===== config.mk =====
export PLATFORM = sky130hd
export DESIGN_NAME = frame_mig_sel
export DESIGN_NICKNAME = d
export VERILOG_FILES = /design/src/rtl/frame_mig_sel.sv
export SDC_FILE = /design/constraint.sdc
export NUM_CORES = 1
export LEC_CHECK = 0
export BUFFER_PORTS_ARGS = -buffer_cell sky130_fd_sc_hd__buf_2
export CORE_MARGIN = 3
export CORE_UTILIZATION = 40
export CTS_BUF_LIST = sky130_fd_sc_hd__clkbuf_8
export CTS_CLUSTER_DIAMETER = 80
export DETAILED_ROUTE_END_ITERATION = 8
export GPL_ROUTABILITY_DRIVEN = 0
export GPL_TIMING_DRIVEN = 0
export PLACE_DENSITY = 0.65
export SETUP_SLACK_MARGIN = 0.3
export SLEW_MARGIN = 20
export SYNTH_ARGS = -nofsm -noshare
export SYNTH_HDL_FRONTEND = slang
export SYNTH_SLANG_ARGS = --single-unit

===== constraint.sdc =====
create_clock -name clk -period 6.8 [get_ports clk]
set_input_delay 0 -clock clk [delete_from_list [all_inputs] [get_ports clk]]
set_output_delay 0 -clock clk [all_outputs]
set_load 0.02 [all_outputs]

===== src/rtl/frame_mig_sel.sv =====
module frame_mig_sel #(
  parameter int NODES   = 4,
  parameter int FRAMES  = 16,
  parameter int NODE_ID = 0,
  parameter int THRESH  = 2,
  localparam int FW = (FRAMES > 1) ? $clog2(FRAMES) : 1,
  localparam int NW = (NODES > 1) ? $clog2(NODES) : 1,
  localparam int LW = $clog2(FRAMES + 1)
) (
  input  logic                     clk,
  input  logic                     rst_n,
  input  logic                     upd_en,
  input  logic [FW-1:0]            upd_idx,
  input  logic                     upd_valid,
  input  logic                     upd_exec,
  input  logic                     upd_run,
  input  logic [NW-1:0]            upd_arg,
  input  logic [NODES*LW-1:0]      peer_load,
  input  logic [FRAMES*NODES-1:0]  copy_map,
  input  logic                     mig_ack,
  output logic                     mig_valid,
  output logic [FW-1:0]            mig_frame,
  output logic [NW-1:0]            mig_dest,
  output logic                     mig_mark_only,
  output logic [LW-1:0]            load_cnt
);

  localparam int CW = LW + 2;

  logic [FRAMES-1:0] valid_q, exec_q, run_q;
  logic [NW-1:0]     arg_q [FRAMES];

  logic [LW-1:0] min_other;
  logic [FW-1:0] cand;
  logic          has_cand;
  logic [NW-1:0] copy_dest, light_dest, pick_dest;
  logic          has_copy, pick_mark, fire;

  function automatic logic [LW-1:0] ld_of(input int n);
    return peer_load[n*LW +: LW];
  endfunction

  always_comb begin
    load_cnt = '0;
    for (int i = 0; i < FRAMES; i++)
      load_cnt = load_cnt + LW'(valid_q[i] & exec_q[i]);
  end

  always_comb begin
    min_other  = '1;
    light_dest = '0;
    for (int n = NODES - 1; n >= 0; n--)
      if (n != NODE_ID && ld_of(n) <= min_other) begin
        min_other  = ld_of(n);
        light_dest = NW'(n);
      end
  end

  always_comb begin
    has_cand = 1'b0;
    cand     = '0;
    for (int i = FRAMES - 1; i >= 0; i--)
      if (valid_q[i] && exec_q[i] && !run_q[i]) begin
        has_cand = 1'b1;
        cand     = FW'(i);
      end
  end

  always_comb begin
    has_copy  = 1'b0;
    copy_dest = '0;
    for (int n = 0; n < NODES; n++)
      if (n != NODE_ID && copy_map[int'(cand)*NODES + n] &&
          (!has_copy || ld_of(n) < ld_of(int'(copy_dest)))) begin
        has_copy  = 1'b1;
        copy_dest = NW'(n);
      end
  end

  always_comb begin
    pick_mark = 1'b0;
    if (has_copy) begin
      pick_dest = copy_dest;
      pick_mark = 1'b1;
    end else if (int'(arg_q[cand]) != NODE_ID) begin
      pick_dest = arg_q[cand];
    end else begin
      pick_dest = light_dest;
    end
  end

  assign fire = has_cand && (CW'(load_cnt) >= CW'(min_other) + CW'(THRESH));

  always_ff @(posedge clk) begin
    if (!rst_n) begin
      valid_q       <= '0;
      exec_q        <= '0;
      run_q         <= '0;
      for (int i = 0; i < FRAMES; i++) arg_q[i] <= NW'(NODE_ID);
      mig_valid     <= 1'b0;
      mig_frame     <= '0;
      mig_dest      <= '0;
      mig_mark_only <= 1'b0;
    end else begin
      if (mig_valid && mig_ack) begin
        mig_valid         <= 1'b0;
        exec_q[mig_frame] <= 1'b0;
        if (!mig_mark_only) valid_q[mig_frame] <= 1'b0;
      end else if (!mig_valid && fire) begin
        mig_valid     <= 1'b1;
        mig_frame     <= cand;
        mig_dest      <= pick_dest;
        mig_mark_only <= pick_mark;
      end
      if (upd_en) begin
        valid_q[upd_idx] <= upd_valid;
        exec_q[upd_idx]  <= upd_valid & upd_exec;
        run_q[upd_idx]   <= upd_valid & upd_run;
        arg_q[upd_idx]   <= upd_arg;
      end
    end
  end

  a_r1_idle_after_reset: assert property (@(posedge clk)
    $rose(rst_n) |-> !mig_valid && load_cnt == '0);

  a_r3_trigger_margin: assert property (@(posedge clk) disable iff (!rst_n)
    $rose(mig_valid) |-> int'($past(load_cnt)) >= int'($past(min_other)) + THRESH);

  a_r4_not_running: assert property (@(posedge clk) disable iff (!rst_n)
    $rose(mig_valid) |-> !(($past(run_q) >> mig_frame) & 1));

  a_r5_mark_needs_copy: assert property (@(posedge clk) disable iff (!rst_n)
    $rose(mig_valid) && mig_mark_only |->
      (($past(copy_map) >> (int'(mig_frame) * NODES + int'(mig_dest))) & 1));

  a_r7_dest_not_self: assert property (@(posedge clk) disable iff (!rst_n)
    mig_valid |-> int'(mig_dest) != NODE_ID);

  a_r8_hold: assert property (@(posedge clk) disable iff (!rst_n)
    mig_valid && !mig_ack |=> mig_valid && $stable(mig_frame) &&
      $stable(mig_dest) && $stable(mig_mark_only));

  a_r9_load_drop: assert property (@(posedge clk) disable iff (!rst_n)
    mig_valid && mig_ack && !upd_en |=> !mig_valid && load_cnt == $past(load_cnt) - 1'b1);

endmodule


[Word level (Yosys, flattened, before mapping)]
Memory sizes are Yosys's and may differ from the RTL's.
Cells that the tools add are included.
Cells by class
  add/subtract/negate cells: 19
  shift operators: 2
  equality and inequality tests: 0
  reductions and logical operators: 64
  muxes and demuxes: 77
  multipliers: 2
  div/mod/pow operators: 0
  order comparisons: 13
  bitwise logic cells: 23
Operator list (number)
  $mux 16: 7
  $mux 4: 17
  $add 5x1->5: 11
  $bwmux 16: 3
  $shiftx 20x6->5: 2
  $logic_and 1x1->1: 39
  $mux 1: 34
  $and 16x16->16: 2
  $lt 7x7->1 const B: 3
  $logic_not 1->1: 19
  $and 1x1->1: 18
  $bmux 1 s6: 3
  $mux 2: 8
  $not 16->16: 1
  $mux 5: 3
  $add 6x2->7 const B: 2
  $le 5x5->1: 2
  $lt 4x5->1 const B: 2
  $lt 5x5->1: 2
  $mul 2x3->5 const B: 2
  $demux 1 s4: 2
  $ge 4x1->1 const B: 2
  $add 6x1->7 const B: 1
  $add 5x2->6 const B: 1
  other kinds (11): 14
Word-level totals
  flip-flop bits (word level): 56
  word-level logic and storage cells: 208
  bits in writable memories: 32
  output and inout port bits: 13
  input port bits: 97
  bits in read-only memories: 0
  bits in latches: 0
  memories: 1
Memory list
  arg_q: depth 16, bits a word 2, read ports 1, clocked after Yosys merged registers in 0, wr ports 16, line 31  | logic [NW-1:0] arg_q [FRAMES];

[Longest topological paths before layout]
  word-level depth: 36
  gate-level depth with buffers: 27
  mapped depth without buffers: 26

[Worst setup path after synthesis]
OpenSTA, ideal clock, no wires.
  path kind: register -> register
  start: register run_q[12]
  end: register mig_dest[0]
  buffers on the path: 0
  library setup time: 0.079 ns
  stages on the path, launching flop included: 27
  required time: 6.721 ns
  arrival: 5.092 ns
  period minus slack after synthesis: 5.171 ns
  setup slack: 1.629 ns
  cell sequence: dfxtp_1 nand3b_1 nand2b_1 a31o_2 a21oi_4 mux4_2 o22ai_4 nor2_4 mux2i_1 ha_1 a21oi_1 nor2b_1 o21ai_0 nand2_1 nor3b_4 nor3_4 mux2_1 ha_1 a21oi_1 nor2b_1 o21ai_0 or2b_2 nor2_1 a211oi_1 o21bai_1 a21oi_1 a211oi_2
Between the ends
  cells in the longest elaborated chain, start to end: 33
  elaborated cells between the ends (all ways): 65
  classes of those cells: add/sub (3); mul (2); order compare (2); shift (2); mux (43); reduce/logical (12); memory (1)
RTL lines
  from (decl): line 30  | logic [FRAMES-1:0] valid_q, exec_q, run_q;
  from (signal, indexed assignment): line 118  | run_q[upd_idx] <= upd_valid & upd_run;
  $logic_not 1->1 *: line 63  | if (valid_q[i] && exec_q[i] && !run_q[i]) begin
  $logic_and 1x1->1 *: line 63
  $mux 4 (13 in a row): line 63
  $add 6x1->7: line 73  | if (n != NODE_ID && copy_map[int'(cand)*NODES + n] &&
  $bmux 1 s6: line 73
  $mux 1 (implied by the code) (2 in a row): line 73
  $mux 1: line 73
  $mul 2x3->5: line 40  | return peer_load[n*LW +: LW];
  [4 not listed]
  $mux 2: line 73
  $mul 2x3->5: line 40
  $shiftx 20x6->5: line 40
  $lt 5x5->1: line 74  | (!has_copy || ld_of(n) < ld_of(int'(copy_dest)))) begin
  $logic_or 1x1->1: line 74
  $logic_and 1x1->1: line 73
  $mux 2 / $mux 1 (equally long branches): line 73
  $mux 2: line 82  | if (has_copy) begin
  to (signal assigned): line 112  | mig_dest <= pick_dest;
  to (decl): line 23  | output logic [NW-1:0] mig_dest,
Mark *: on every way between the ends. The rest lies on a longest branch, timed or not. The select of a mux whose other input is x is not followed.
A chain may end at the register's enable or synchronous reset.

[Final worst setup path]
  start: register run_q[12]
  end: register mig_dest[1]
Same word-level chain as after synthesis.

==> results.txt <==
----------------------------------------------------
[Timing]
  Setup-failing EPs final ... 0
  Transition at the pin with the smallest max-transition slack ... 0.926 ns
  Total negative slack ... 0 ns
  Max Transition Viols Final ... 0
  RSZ-0062 raised after global routing ... no
  Highest achievable clock rate ... roughly 0.17 GHz
  Max-slew headroom at the worst pin ... a little under two fifths
  Hold Vio Cnt, Final ... 0
  Post-route minimum period ... slightly below 6 ns
  Clock skew after layout ... 0.0128 ns
  Final critical-path share of the clock period ... between 80% and 90%

[Route]
  Average via count per standard cell ... roughly 6
  DR vias ... slightly below 6000
  Number of nets with antenna violations after detailed routing ... 0
  Final wirelength ... around 19000 microns
  Pre-Repair DR Iteration Count ... 7
  First DRT Iteration DRCs ... between 500 and 600
  Wire length per cell ... about 20 microns
  Number of remaining DRC errors ... 0

[Synth]
  Synth area leaders ... dfxtp_1, edfxtp_1, ha_1
  FFs w/ async S/R, synth ... 0%
  Leading cell types by count after synthesis ... nor2_1, dfxtp_1, nand2_1
  Synth warn ... 0
  Synthesized Nets ... just over 800
  Top cell type's share of synthesized area ... between 10% and 20%
  Flops & latches, synth ... 88
  Dominant register cell in the synthesized netlist ... dfxtp_1
  Synth Area per Inst ... 9.28 sq um
  Fraction of the yosys area taken by sequential cells ... ~33%
  Top cell type by total area after synthesis ... dfxtp_1
  Mapped Area ... around 0.0062 sq mm
  Cell with the most instances after synthesis ... nor2_1
  Number of distinct library cell variants in the gate-level netlist after synthesis ... between 90 and 100
  Number of enable-type register cells in the synthesized netlist ... 32
  Synth Instances ... approximately 670

[Worst setup path]
  Launching point of the worst reg2reg path ... run_q[12]
  Reg2Reg Depth ... 26
  Worst EP required ... about 7.1 ns
  Crit Path Max Fanout ... 9
  Crit-path max cell delay ... between 0.5 and 0.6 ns
  Cell family with the largest share of critical-path delay ... compound AO/OA/AOI/OAI gates
  Arrival time of data at the critical path endpoint ... between 6 and 7 ns
  Startpoint types ... flop
  Master of the slowest instance on the critical path ... mux4_2
  R2r endpoint ... mig_dest[1]
  Critical Setup Path Class ... flop to flop
  Number of buffers and inverters on the critical path ... 0
  Setup slack on the worst flop-to-flop path ... around 0.86 ns
  Critical path endpoint category ... flop

[CTS]
  Buffer levels on the longest clock path ... 2
  Clock net sink count ... slightly below 90
  Depth of the CTS H-tree ... 3
  CTS clk-pin slew, worst paths ... about 0.10 ns
  Latest clock arrival within the worst-skew pair ... roughly 0.37 ns
  TritonCTS clock tree ... yes
  Root cell of the clock tree ... clkbuf_8
  Clock buffers created by TritonCTS ... 9

[Hold path]
  Tightest Hold Check Type ... input port to flop
  Hold Path Origin ... upd_arg[0]
  Endpoint of the worst hold-timing path ... arg_q[14][0]
  Cells on Worst Hold Path ... 2

[Run status]
  Outcome ... finished, final reports clean

[Die]
  Die width ... ~130 microns
  Die footprint ... 0.0171 sq mm
  Num ports ... between 100 and 150
  Placeable core region ... between 0.01 and 0.015 sq mm
  Initial Utilization ... a little over two fifths
  Height of the chip ... around 130 microns
  Std cell rows ... 44

[Final layout]
  Post-layout nets ... between 900 and 1000
  Post-Route Utilization ... around 48%
  Ratio of cells with drive above 1 in the final layout ... 22.1%
  Ant diodes ... 0
  Layout overhead on the synthesized area ... 14.6%

[Power]
  Max IR drop VDD ... between 0.09 and 0.1 mV
  Ratio of total power to cell area ... ~160 mW/mm^2
  Leak pwr ... between 3 and 4 nW

[Placed design]
  Post-DP HPWL ... between 15000 and 20000 microns
  PortBufs ... 91

[GRT]
  Gr ovfl total ... 0
  Via count of the first global-routing pass ... 5599
  Global-route wire length before repair ... between 20000 and 30000 microns
  Maximum number of pins on one net before global-route repair ... 17
  Number of antenna violations at the first check in global routing ... 0
  Overall routing resource usage ... between 20% and 30%

[Job]
  Max-cap check violation count ... 0

----------------------------------------------------
## per-stage QoR
stage / hold WS [ns] / cells / setup slack, ns / power (mW) / instance area (sq um)
finish: 0.000729 / 964 / 0.856 / 1.14 / 7140
global route: 0.0187 / 964 / 0.334 / 1.18 / 7140
CTS: 0.00823 / 964 / 0.870 / 1.13 / 7140
detailed placement: 0.343 / 946 / 0.882 / 0.763 / 6920
global placement: 0.350 / 946 / 0.993 / 0.756 / 6920
floorplan: 0.181 / 671 / 1.63 / 0.694 / 6230
## layer usage
metal	global-route usage [%]	vias up	routed length, microns
li1	-	2675	-
met1	30.0	2743	8420
met2	37.5	304	8930
met3	2.44	41	1530
met4	7.44	0	447
met5	0	-	0
## cells in the final DEF, fill, tap and decap left out, types with 5 or more instances in the layout
cell type	n
nand3b_4	6
a31oi_1	5
nor2b_1	9
o2bb2ai_1	6
nand4_1	9
or2_2	5
nand2_1	56
mux2_2	8
mux2i_1	18
ha_1	29
a211oi_1	10
o211ai_1	9
nand3_1	11
nor2_1	75
o22ai_1	5
buf_2	93
o2111ai_1	5
nand3b_1	9
edfxtp_1	32
o22a_1	7
a21o_1	5
and2_1	47
a22o_1	13
fa_1	10
inv_1	39
a21oi_1	26
o21ai_0	20
clkbuf_8	11
clkbuf_1	16
nand2b_1	11
dfxtp_1	56
a32o_1	17
## where the power goes
group | switching, mW | internal, mW
combinational | 0.110 | 0.0795
sequential | 0.00567 | 0.559
clock | 0.209 | 0.173
## flip-flops by register name (all words and copies together), names as in the netlist
name	count
run_q	16
mig_mark_only	1
exec_q	16
valid_q	16
mig_valid	1
mig_dest	2
arg_q	32
mig_frame	4
## kinds of logic after synthesis
kind of cell    count (synthesis)  synth area share [%]
mux                            31                  5.42
fa+ha+maj                      39                  9.04
simple gates                  271                  24.6
buf+inv                        64                  4.42
xor+xnor                        4                 0.562
flops                          88                  33.4
compound gates                174                  22.6
## worst max path at each step
stage | from | endpoint | slack (ns) | cells after the start
finish | run_q[12] | mig_dest[1] | 0.86 | 26
detailed placement | run_q[12] | mig_dest[1] | 0.88 | 26
floorplan | run_q[12] | mig_dest[0] | 1.63 | 26
CTS | run_q[12] | mig_dest[1] | 0.87 | 26
global route | exec_q[6] | mig_dest[1] | 0.33 | 26
global placement | run_q[12] | mig_dest[0] | 0.99 | 26
## cell type report
| cell class | count | area, sq um |
|---|---|---|
| buffer | 24 | 125 |
| clock inverter | 7 | 76.3 |
| tap | 184 | 230 |
| fill | 1408 | 7730 |
| clock buffer | 9 | 124 |
| inverter | 40 | 150 |
| sequential | 88 | 2080 |
| multi-input combinational | 519 | 3870 |
| timing repair buffer | 93 | 475 |
## what timing repair did
action | CTS | global route
hold endpoints to repair | 3 | 0
endpoints found under the setup margin | 0 | 1
buffers inserted | 0 | 0
resized for setup | 0 | 1
hold buffers | 2 | 0
(Power assumes the default switching activity.)
